[src/rtl/ctd_pkg.sv]
package ctd_pkg;
  typedef enum logic [1:0] {
    RSP_HIT      = 2'd0,
    RSP_MISS     = 2'd1,
    RSP_REJECT   = 2'd2,
    RSP_WRAROUND = 2'd3
  } rsp_code_e;
endpackage

[src/rtl/ctd_way_match.sv]
module ctd_way_match #(
  parameter int WAYS  = 4,
  parameter int TAG_W = 6,
  localparam int WAY_W = (WAYS > 1) ? $clog2(WAYS) : 1
) (
  input  logic [WAYS-1:0][TAG_W-1:0] tags_i,
  input  logic [WAYS-1:0]            valid_i,
  input  logic [TAG_W-1:0]           tag_i,
  output logic [WAYS-1:0]            match_o,
  output logic [WAY_W-1:0]           way_o
);
  for (genvar w = 0; w < WAYS; w++) begin : g_cmp
    assign match_o[w] = valid_i[w] && (tags_i[w] == tag_i);
  end

  always_comb begin
    way_o = '0;
    for (int w = 0; w < WAYS; w++) begin
      if (match_o[w]) way_o = WAY_W'(w);
    end
  end
endmodule

[src/rtl/ctd_victim.sv]
module ctd_victim #(
  parameter int WAYS = 4,
  localparam int WAY_W = (WAYS > 1) ? $clog2(WAYS) : 1,
  localparam int AGE_W = WAY_W
) (
  input  logic                       clk,
  input  logic                       rst_n,
  input  logic [WAYS-1:0]            elig_i,
  input  logic [WAYS-1:0][AGE_W-1:0] ages_i,
  output logic                       any_o,
  output logic [WAY_W-1:0]           way_o
);
  logic [AGE_W-1:0] best_age;

  always_comb begin
    any_o    = 1'b0;
    way_o    = '0;
    best_age = '0;
    for (int w = 0; w < WAYS; w++) begin
      if (elig_i[w] && (!any_o || ages_i[w] > best_age)) begin
        any_o    = 1'b1;
        way_o    = WAY_W'(w);
        best_age = ages_i[w];
      end
    end
  end

  // the chosen victim is always an eligible way
  a_r5_victim_eligible: assert property (@(posedge clk) disable iff (!rst_n)
    any_o |-> elig_i[way_o]);

  for (genvar w = 0; w < WAYS; w++) begin : g_chk
    // no eligible way is older than the chosen victim
    a_r4_victim_oldest: assert property (@(posedge clk) disable iff (!rst_n)
      (any_o && elig_i[w]) |-> (ages_i[w] <= ages_i[way_o]));
  end
endmodule

[src/rtl/ctd_fill_timer.sv]
module ctd_fill_timer #(
  parameter int FILL_LEN = 4,
  localparam int CNT_W = $clog2(FILL_LEN + 1)
) (
  input  logic clk,
  input  logic rst_n,
  input  logic start_i,
  output logic busy_o,
  output logic finish_o
);
  logic             busy_q, busy_d;
  logic [CNT_W-1:0] cnt_q, cnt_d;

  assign busy_o   = busy_q;
  assign finish_o = busy_q && (cnt_q == '0);

  always_comb begin
    busy_d = busy_q;
    cnt_d  = cnt_q;
    if (start_i) begin
      busy_d = 1'b1;
      cnt_d  = CNT_W'(FILL_LEN - 1);
    end else if (finish_o) begin
      busy_d = 1'b0;
    end else if (busy_q) begin
      cnt_d  = cnt_q - 1'b1;
    end
  end

  always_ff @(posedge clk or negedge rst_n) begin
    if (!rst_n) begin
      busy_q <= 1'b0;
      cnt_q  <= '0;
    end else begin
      busy_q <= busy_d;
      cnt_q  <= cnt_d;
    end
  end

  // a set never starts a second fill while one is in flight
  a_r7_no_restart: assert property (@(posedge clk) disable iff (!rst_n)
    start_i |-> !busy_q);
endmodule

[src/rtl/cache_tag_dir.sv]
module cache_tag_dir
  import ctd_pkg::*;
#(
  parameter int ADDR_W   = 10,
  parameter int OFF_W    = 2,
  parameter int SET_W    = 2,
  parameter int WAYS     = 4,
  parameter int FILL_LEN = 4,
  localparam int SETS  = 1 << SET_W,
  localparam int TAG_W = ADDR_W - SET_W - OFF_W,
  localparam int WAY_W = (WAYS > 1) ? $clog2(WAYS) : 1,
  localparam int AGE_W = WAY_W
) (
  input  logic              clk,
  input  logic              rst_n,
  input  logic              req_valid,
  input  logic              req_write,
  input  logic [ADDR_W-1:0] req_addr,
  output logic              rsp_valid,
  output logic [1:0]        rsp_code,
  output logic [WAY_W-1:0]  rsp_way,
  output logic              wt_strobe,
  output logic              fill_start,
  output logic [SET_W-1:0]  fill_set,
  output logic [WAY_W-1:0]  fill_way,
  output logic              fill_done,
  output logic [SET_W-1:0]  fill_done_set
);
  // reset: asserted asynchronously, released on the clock
  logic [1:0] rsync_q;
  logic       rst_i_n;
  always_ff @(posedge clk or negedge rst_n) begin
    if (!rst_n) rsync_q <= '0;
    else        rsync_q <= {rsync_q[0], 1'b1};
  end
  assign rst_i_n = rsync_q[1];

  // directory state
  logic [SETS-1:0][WAYS-1:0][TAG_W-1:0] tag_q, tag_d;
  logic [SETS-1:0][WAYS-1:0]            vld_q, vld_d;
  logic [SETS-1:0][WAYS-1:0]            refd_q, refd_d;
  logic [SETS-1:0][WAYS-1:0][AGE_W-1:0] age_q, age_d;
  logic [SETS-1:0][WAY_W-1:0]           fway_q, fway_d;

  // request decode
  logic [SET_W-1:0] req_set;
  logic [TAG_W-1:0] req_tag;
  assign req_set = req_addr[OFF_W +: SET_W];
  assign req_tag = req_addr[ADDR_W-1 -: TAG_W];

  logic [WAYS-1:0]  match;
  logic [WAY_W-1:0] hit_way;
  logic             hit;
  ctd_way_match #(.WAYS(WAYS), .TAG_W(TAG_W)) u_match (
    .tags_i (tag_q[req_set]),
    .valid_i(vld_q[req_set]),
    .tag_i  (req_tag),
    .match_o(match),
    .way_o  (hit_way)
  );
  assign hit = |match;

  logic [WAYS-1:0]  elig;
  logic             any_elig;
  logic [WAY_W-1:0] vict_way;
  assign elig = ~vld_q[req_set] | refd_q[req_set];
  ctd_victim #(.WAYS(WAYS)) u_victim (
    .clk   (clk),
    .rst_n (rst_i_n),
    .elig_i(elig),
    .ages_i(age_q[req_set]),
    .any_o (any_elig),
    .way_o (vict_way)
  );

  // per-set fill timers
  logic [SETS-1:0] start_vec, busy, finish;
  for (genvar s = 0; s < SETS; s++) begin : g_set
    ctd_fill_timer #(.FILL_LEN(FILL_LEN)) u_timer (
      .clk     (clk),
      .rst_n   (rst_i_n),
      .start_i (start_vec[s]),
      .busy_o  (busy[s]),
      .finish_o(finish[s])
    );
  end

  // outcome
  rsp_code_e        code;
  logic             touch, do_fill;
  logic [WAY_W-1:0] upd_way;
  logic [SET_W-1:0] fin_set;

  always_comb begin
    code    = RSP_HIT;
    touch   = 1'b0;
    do_fill = 1'b0;
    if (req_write) begin
      code  = hit ? RSP_HIT : RSP_WRAROUND;
      touch = req_valid && hit;
    end else if (hit) begin
      touch = req_valid;
    end else if (busy[req_set] || !any_elig) begin
      code  = RSP_REJECT;
    end else begin
      code    = RSP_MISS;
      do_fill = req_valid;
    end
    upd_way   = do_fill ? vict_way : hit_way;
    start_vec = '0;
    start_vec[req_set] = do_fill;
    fin_set = '0;
    for (int s = 0; s < SETS; s++) begin
      if (finish[s]) fin_set = SET_W'(s);
    end
  end

  // directory next state
  always_comb begin
    tag_d  = tag_q;
    vld_d  = vld_q;
    refd_d = refd_q;
    age_d  = age_q;
    fway_d = fway_q;
    for (int s = 0; s < SETS; s++) begin
      if (finish[s]) vld_d[s][fway_q[s]] = 1'b1;
    end
    if (touch || do_fill) begin
      for (int w = 0; w < WAYS; w++) begin
        if (WAY_W'(w) == upd_way)
          age_d[req_set][w] = '0;
        else if (age_q[req_set][w] < age_q[req_set][upd_way])
          age_d[req_set][w] = age_q[req_set][w] + 1'b1;
      end
    end
    if (touch) refd_d[req_set][hit_way] = 1'b1;
    if (do_fill) begin
      tag_d[req_set][vict_way]  = req_tag;
      vld_d[req_set][vict_way]  = 1'b0;
      refd_d[req_set][vict_way] = 1'b0;
      fway_d[req_set]           = vict_way;
    end
  end

  always_ff @(posedge clk or negedge rst_i_n) begin
    if (!rst_i_n) begin
      tag_q  <= '0;
      vld_q  <= '0;
      refd_q <= '0;
      fway_q <= '0;
      for (int s = 0; s < SETS; s++)
        for (int w = 0; w < WAYS; w++)
          age_q[s][w] <= AGE_W'(w);
    end else begin
      tag_q  <= tag_d;
      vld_q  <= vld_d;
      refd_q <= refd_d;
      age_q  <= age_d;
      fway_q <= fway_d;
    end
  end

  always_ff @(posedge clk or negedge rst_i_n) begin
    if (!rst_i_n) begin
      rsp_valid     <= 1'b0;
      rsp_code      <= '0;
      rsp_way       <= '0;
      wt_strobe     <= 1'b0;
      fill_start    <= 1'b0;
      fill_set      <= '0;
      fill_way      <= '0;
      fill_done     <= 1'b0;
      fill_done_set <= '0;
    end else begin
      rsp_valid     <= req_valid;
      rsp_code      <= code;
      rsp_way       <= upd_way;
      wt_strobe     <= req_valid && req_write;
      fill_start    <= do_fill;
      fill_set      <= req_set;
      fill_way      <= vict_way;
      fill_done     <= |finish;
      fill_done_set <= fin_set;
    end
  end

  function automatic int unsigned age_sum(input logic [WAYS-1:0][AGE_W-1:0] a);
    int unsigned acc = 0;
    for (int w = 0; w < WAYS; w++) acc += int'(a[w]);
    return acc;
  endfunction

  // a tag is present in at most one way of a set
  a_r3_match_unique: assert property (@(posedge clk) disable iff (!rst_i_n)
    $onehot0(match));
  // fills in different sets never end in the same cycle
  a_r7_one_finish: assert property (@(posedge clk) disable iff (!rst_i_n)
    $onehot0(finish));
  // a write never launches a fill
  a_r9_write_no_fill: assert property (@(posedge clk) disable iff (!rst_i_n)
    (rsp_valid && wt_strobe) |-> !fill_start);
  // a reject never launches a fill
  a_r6_reject_no_fill: assert property (@(posedge clk) disable iff (!rst_i_n)
    (rsp_valid && rsp_code == 2'd2) |-> !fill_start);
  for (genvar s = 0; s < SETS; s++) begin : g_age_chk
    // the ages of a set stay a permutation of 0..WAYS-1
    a_r4_age_perm: assert property (@(posedge clk) disable iff (!rst_i_n)
      age_sum(age_q[s]) == WAYS * (WAYS - 1) / 2);
  end
endmodule

[config.mk]
export PLATFORM = sky130hd
export DESIGN_NAME = cache_tag_dir
export DESIGN_NICKNAME = d
export VERILOG_FILES = /design/src/rtl/ctd_pkg.sv /design/src/rtl/ctd_way_match.sv /design/src/rtl/ctd_victim.sv /design/src/rtl/ctd_fill_timer.sv /design/src/rtl/cache_tag_dir.sv
export SDC_FILE = /design/constraint.sdc
export NUM_CORES = 1
export LEC_CHECK = 0
export BUFFER_PORTS_ARGS = -buffer_cell sky130_fd_sc_hd__buf_4
export CORE_MARGIN = 2
export CORE_UTILIZATION = 50
export DETAILED_ROUTE_END_ITERATION = 12
export PLACE_DENSITY = 0.66
export SLEW_MARGIN = 5
export SYNTH_ARGS = -nofsm -noshare
export SYNTH_HDL_FRONTEND = slang
export SYNTH_SLANG_ARGS = --single-unit
[constraint.sdc]
create_clock -name clk -period 7 [get_ports clk]
set_input_delay 0.7 -clock clk [delete_from_list [all_inputs] [get_ports clk]]
set_output_delay 0.7 -clock clk [all_outputs]
set_load 0.05 [all_outputs]
======== After elaboration in Yosys (flattened, before gate mapping) ========
Index checks and enable logic that the tools add are counted.
word-level totals
  bits of input ports ..................... 14
  register bits ........................... 200
  logic and storage cells ................. 284
operators by class
  add/sub/neg operators ................... 8
  equal/unequal tests ..................... 11
  bitwise operators ....................... 19
  reduce and logical (&&, ||, !) cells .... 48
  $lt $le $gt $ge ......................... 22
  multiplexer cells ....................... 114
operator list
  cell                                                                   count
  32-bit two-way mux                                                     11
  32-bit bitwise AND                                                     4
  32-bit bitwise mux                                                     4
  32-bit NOT                                                             4
  96-bit bitwise mux                                                     1
  8-bit demux with 2-bit select                                          4
  24-bit binary-select mux with 2-bit select                             1
  24-bit demux with 2-bit select                                         1
  16-bit two-way mux                                                     3
  24-bit two-way mux                                                     2
  3-bit two-way mux                                                      12
  4-bit two-way mux                                                      9
  2-bit two-way mux                                                      17
  16-bit bitwise AND                                                     2
  1-bit two-way mux                                                      28
  6-bit equality test                                                    4
  2-bit by 3-bit < comparator with 1-bit output (second input constant)  8
  1-bit logical AND                                                      20
  4-bit OR                                                               5
  4-bit binary-select mux with 2-bit select                              2
  8-bit binary-select mux with 2-bit select                              1
  4-bit demux with 2-bit select                                          2
  8-bit two-way mux                                                      2
  16-bit NOT                                                             1
  other kinds (25)                                                       74

======== Depth between registers and ports, before layout ========
  depth after elaboration ................. 40
  mapped depth ............................ 32
  gate-level depth less buffers ........... 27

======== By module ========
From an unflattened synthesis, not the netlist that was laid out.
second synthesis, totals
  cell total of the unflattened synthesis .. 898
  area total of the unflattened synthesis .. 10695.3 µm²
modules (own cells, without submodules)
  module          area an instance (µm²)  instances  cells an instance  sequential area each (µm²)
  cache_tag_dir   9237.6                  1          743                4624.4
  ctd_fill_timer  219.0                   4          20                 100.1
  ctd_way_match   324.1                   1          39                 0.0
  ctd_victim      257.7                   1          36                 0.0

======== Least setup slack after synthesis ========
No wires, ideal clock.
  kind .................................... input to register
  start ................................... in req_addr[3]
  end ..................................... reg age_q[24] (netlist bit)
  cell stages on the path ................. 29
  arrival time ............................ 6.693 ns
  slack ................................... 0.212 ns
  buffers on the path ..................... 6
  library setup time ...................... 0.095 ns
  cell sequence ........................... buf_2 -> buf_2 -> buf_4 -> buf_2 -> mux4_2 -> clkbuf_1 -> ha_1 -> nor2b_1 -> o21ai_0 -> a21oi_1 -> mux2_2 -> ha_1 -> nor2b_1 -> a2bb2oi_1 -> o21a_1 -> nor2_1 -> a21oi_1 -> ha_1 -> nor2b_1 -> o21ai_0 -> o21ai_0 -> a22oi_1 -> o211a_2 -> o21ai_4 -> or3_1 -> and3_1 -> buf_6 -> or4_1 -> o31ai_1
between the ends
  cells in the longest elaborated chain, start to end .. 40
  elaborated cells between the ends (all ways) .. 101
  classes of those cells .................. add/sub: 4; order compare: 9; eq/ne: 7; mux: 51; bitwise: 10; reduce/logical: 20
RTL lines
  item                                                                     line                                      RTL
  start, declared                                                          cache_tag_dir.sv:18                       input logic [ADDR_W-1:0] req_addr,
  4-bit binary-select mux with 2-bit select                                cache_tag_dir.sv:56, cache_tag_dir.sv:66
  4-bit two-way mux (implied by the code)                                  cache_tag_dir.sv:56, cache_tag_dir.sv:66
  4-bit NOT                                                                cache_tag_dir.sv:66                       assign elig = ~vld_q[req_set] | refd_q[req_set];
  4-bit OR                                                                 cache_tag_dir.sv:66
  2-bit two-way mux / 1-bit two-way mux (equally long branches)            ctd_victim.sv:20                          if (elig_i[w] && (!any_o || ages_i[w] > best_age)) begin
  2-bit greater-than comparator / 1-bit zero test (equally long branches)  ctd_victim.sv:20
  1-bit logical OR                                                         ctd_victim.sv:20
  1-bit logical AND                                                        ctd_victim.sv:20
  (+24 left out)                                                           n/a
  32-bit two-way mux                                                       cache_tag_dir.sv:128                      if (touch || do_fill) begin
  32-bit bitwise mux                                                       cache_tag_dir.sv:133                      age_d[req_set][w] = age_q[req_set][w] + 1'b1;
  32-bit two-way mux                                                       cache_tag_dir.sv:132                      else if (age_q[req_set][w] < age_q[req_set][upd_way])
  32-bit two-way mux                                                       cache_tag_dir.sv:130                      if (WAY_W'(w) == upd_way)
  32-bit two-way mux                                                       cache_tag_dir.sv:128
  32-bit bitwise mux                                                       cache_tag_dir.sv:133
  32-bit two-way mux                                                       cache_tag_dir.sv:132
  32-bit two-way mux                                                       cache_tag_dir.sv:130
  end signal, assigned by index                                            cache_tag_dir.sv:153                      age_q[s][w] <= AGE_W'(w);
  end signal, assigned                                                     cache_tag_dir.sv:158                      age_q <= age_d;
  end, declared                                                            cache_tag_dir.sv:42                       logic [SETS-1:0][WAYS-1:0][AGE_W-1:0] age_q, age_d;
Parallel ways exist; a longest one is shown, timed or not. The select of a mux whose other input is x is not followed.
A chain may end at the register's enable or synchronous reset.

======== Final worst setup path ========
  start ................................... in req_addr[2]
  end ..................................... reg age_q[18] (netlist bit)
The elaborated chain is that of the path after synthesis.

==> flow_summary_export.csv <==
group,metric,value,unit
critical_path,critPathRequiredTime,7.37,ns
grt,antenna_found_initial,0,
logic_synthesis,ys_types,72,
grt,grt_pass1_wl,37800,µm
placement,place_congestion,0.858,
grt,gr-total-overflow,0,
drt,drt-total-wl,22900,µm
logic_synthesis,syn_nets,918,
logic_synthesis,synth_flop_cell,"dfrtp_1",
layout,layout.nets,940,
pwr,powerDensity,434,mW/mm²
clock_network,cts_hold_buf,0,
sta,relSlewSlack,15.7,%
pwr,p_total,0.00485,W
clock_network,clk_latency,0.44,ns
layout,layout_common_cells,"183 x dfrtp_1, 131 x nand2_1, 81 x mux2_2",
layout,regArea,0.00503,mm²
critical_path,r2r_start,"vld_q[8]",
clock_network,clock-root-buffer,"clkbuf_16",
sta,maxSlewViolCount,0,
grt,grt_start_max_net_pins,199,
sta,hold_viol,0,
layout,final_cells,1195,
layout,layout-drive-gt1-share,23.6,%
sta,clock_skew,0.0198,ns
critical_path,cp-end-kind,"flip-flop",
sta,tightest_slew,1.26,ns
sta,timing.final.crit_share,91.7,%
placement,io_buffers,25,
grt,grt_usage,22.4,%
layout,final_common_cell,"dfrtp_1",
clock_network,cts-resized-gates,0,
logic_synthesis,seq_area_frac_synth,49.7,%
drt,wire_per_inst,19.1,µm
sta,tns,0,ns
clock_network,cts_tree,"yes",
sta,fin_ws,0.582,ns
worst_hold_path,hold_class,"primary input to asynchronous set/reset pin",
clock_network,clk_path_buf_depth,2,
run,maxCapViolations,0,
floorplanning,die_h,146,µm
drt,firstDrtPassIters,5,
logic_synthesis,async_reset_ff_share,100,%
drt,num_vias,6917,
logic_synthesis,synth_area,0.0101,mm²
floorplanning,num_io_pins,28,
logic_synthesis,synth_edf_count,0,
critical_path,critical_path_arrival,6.78,ns
floorplanning,coreArea,0.0200,mm²
drt,drc,0,
clock_network,cts.clk_slew.worst_paths,0.08,ns
critical_path,critPathLaunch,"req_addr[2]",
placement,dp_cells,1163,
logic_synthesis,syn_inst,890,
layout,area_growth,10.7,%
sta,timing.fmax,0.156,GHz
layout,fillers,1738,
pwr,power_leakage,5.10,nW
clock_network,htree_levels,4,
logic_synthesis,yosys_warnings,0,
floorplanning,initial_core_util,50.5,%
drt,drtIter0Drc,532,
drt,vias_per_cell,5.79,
critical_path,crit_fanout,13,
drt,ant_nets,0,
clock_network,cts_sinks,200,
placement,pre_cts_ws,0.202,ns
logic_synthesis,synth_area_per_cell,11.4,µm²
logic_synthesis,ys_seq_elements,200,
floorplanning,num_rows,52,
layout,multi_input_area,0.00472,mm²
floorplanning,dieArea,0.0214,mm²
sta,worst_hold_slack,0.0295,ns
status,status,"completed",
sta,finalSetupViolCount,0,
clock_network,post-cts-setup-buffers,0,
critical_path,critical_path_class,"primary input to flip-flop",
grt,first_global_vias,7129,
pwr,vdd_drop_max,0.000253,V
placement,dp_hpwl,15300,µm
clock_network,cts_buffers,17,
layout,diodes,0,
sta,rsz0062_at_grt,"false",
floorplanning,die_w,146,µm
critical_path,start_kind,"primary input",
sta,layout_min_cycle_time,6.42,ns
[cell families (layout without fill, tap and decap cells)]
group,Yosys count,count (layout),synth area share [%]
and+or+nand+nor,270,270,12.3
DFF,200,200,49.7
AOI/OAI and AO/OA,160,160,11.3
muxes,131,131,18.4
buffers and inverters,82,117,3.66
xor gates and xnor gates,29,29,2.51
adders and majority gates,17,17,2.04
other,1,1,0.0371
[Yosys cell counts, types with 5 or more instances]
cell type	instances	area [µm²]
nor2_1	54	203
inv_1	43	161
dfstp_2	16	420
nand3_1	12	60.1
a21oi_1	28	140
nand2b_1	10	62.6
mux4_2	32	721
clkbuf_1	21	78.8
nor2b_1	7	43.8
o21a_1	26	195
dfrtp_1	184	4600
and2_1	9	56.3
mux2i_1	14	140
o31ai_1	5	37.5
mux2_2	81	912
a41oi_1	8	70.1
a211oi_1	8	60.1
buf_2	8	40.0
o211ai_1	5	37.5
o2bb2ai_1	7	61.3
xnor2_1	27	236
or3_1	5	31.3
o21ai_0	23	115
ha_1	14	175
o22ai_1	11	68.8
nor3_1	14	70.1
nand2_1	131	492
[flip-flops by register name (all words and copies together) (netlist names)]
signal	cells
rsync_q	2
wt_strobe	1
rsp_way	2
vld_q	16
fill_set	2
rsp_code	2
tag_q	96
fill_done_set	2
age_q	32
fill_done	1
g_set.u_timer.cnt_q	12
fill_way	2
rsp_valid	1
g_set.u_timer.busy_o	4
fill_start	1
refd_q	16
fway_q	8
[worst max-delay path, cell delays in order]
cell       delay [ns]
buf_4            0.19
mux4_2           0.60
nand2b_1         0.19
nand2_1          0.10
ha_1             0.30
nor2b_1          0.13
o21ai_0          0.08
a21oi_1          0.28
mux2_2           0.39
ha_1             0.18
nor2b_1          0.11
a2bb2oi_1        0.27
o21a_1           0.26
a21oi_1          0.10
ha_1             0.29
nor2b_1          0.12
o21ai_0          0.10
nand2_1          0.08
a21oi_1          0.12
o311ai_4         0.63
mux2_2           0.41
o31ai_1          0.31
o32a_1           0.42
o21ai_1          0.14
a22o_1           0.29
[per-layer routing]
layer	GRT usage, %	up-vias	share of wire [%]	routed length (µm)
met1	31.2	3502	46	10600
met4	6.26	0	1.5	343
met3	4.88	22	4.6	1060
li1	-	3224	-	-
met5	0	-	0	0
met2	36.0	169	47	10800
[area by class of cell]
class | instances | share of cell area [%]
tap | 270 | 3.02
multi-input combinational | 608 | 42.1
inverter | 43 | 1.44
sequential | 200 | 44.9
timing repair buffer | 42 | 2.93
clock buffer | 18 | 3.92
clock inverter | 14 | 1.61
[per-stage QoR]
| step | cell area (µm²) | utilization, % |
|---|---|---|
| 6_report | 11200 | 55.9 |
| 5_1_grt | 11200 | 55.9 |
| 4_1_cts | 11200 | 55.9 |
| 3_5_place_dp | 10600 | 52.8 |
| 3_3_place_gp | 10600 | 52.8 |
| 2_1_floorplan | 10100 | - |
[power breakdown]
group          internal [W]  total [W]  switching [W]
Sequential          0.00165    0.00191       0.000259
Combinational      0.000871    0.00191        0.00104
Clock              0.000554    0.00104       0.000481
[worst paths after layout]
check                                  end  slack [ns]  cells past startpoint
max in group asynchronous        fway_q[5]        5.54                      1
worst min register to register  rsync_q[1]        0.36                      0
min in group clk                rsync_q[1]        0.36                      0
worst min-delay path            rsync_q[1]        0.03                      1
worst max register to register   age_q[18]        0.69                     24
worst max-delay path             age_q[18]        0.58                     25
No activity file was read; power rests on OpenSTA's default activity.
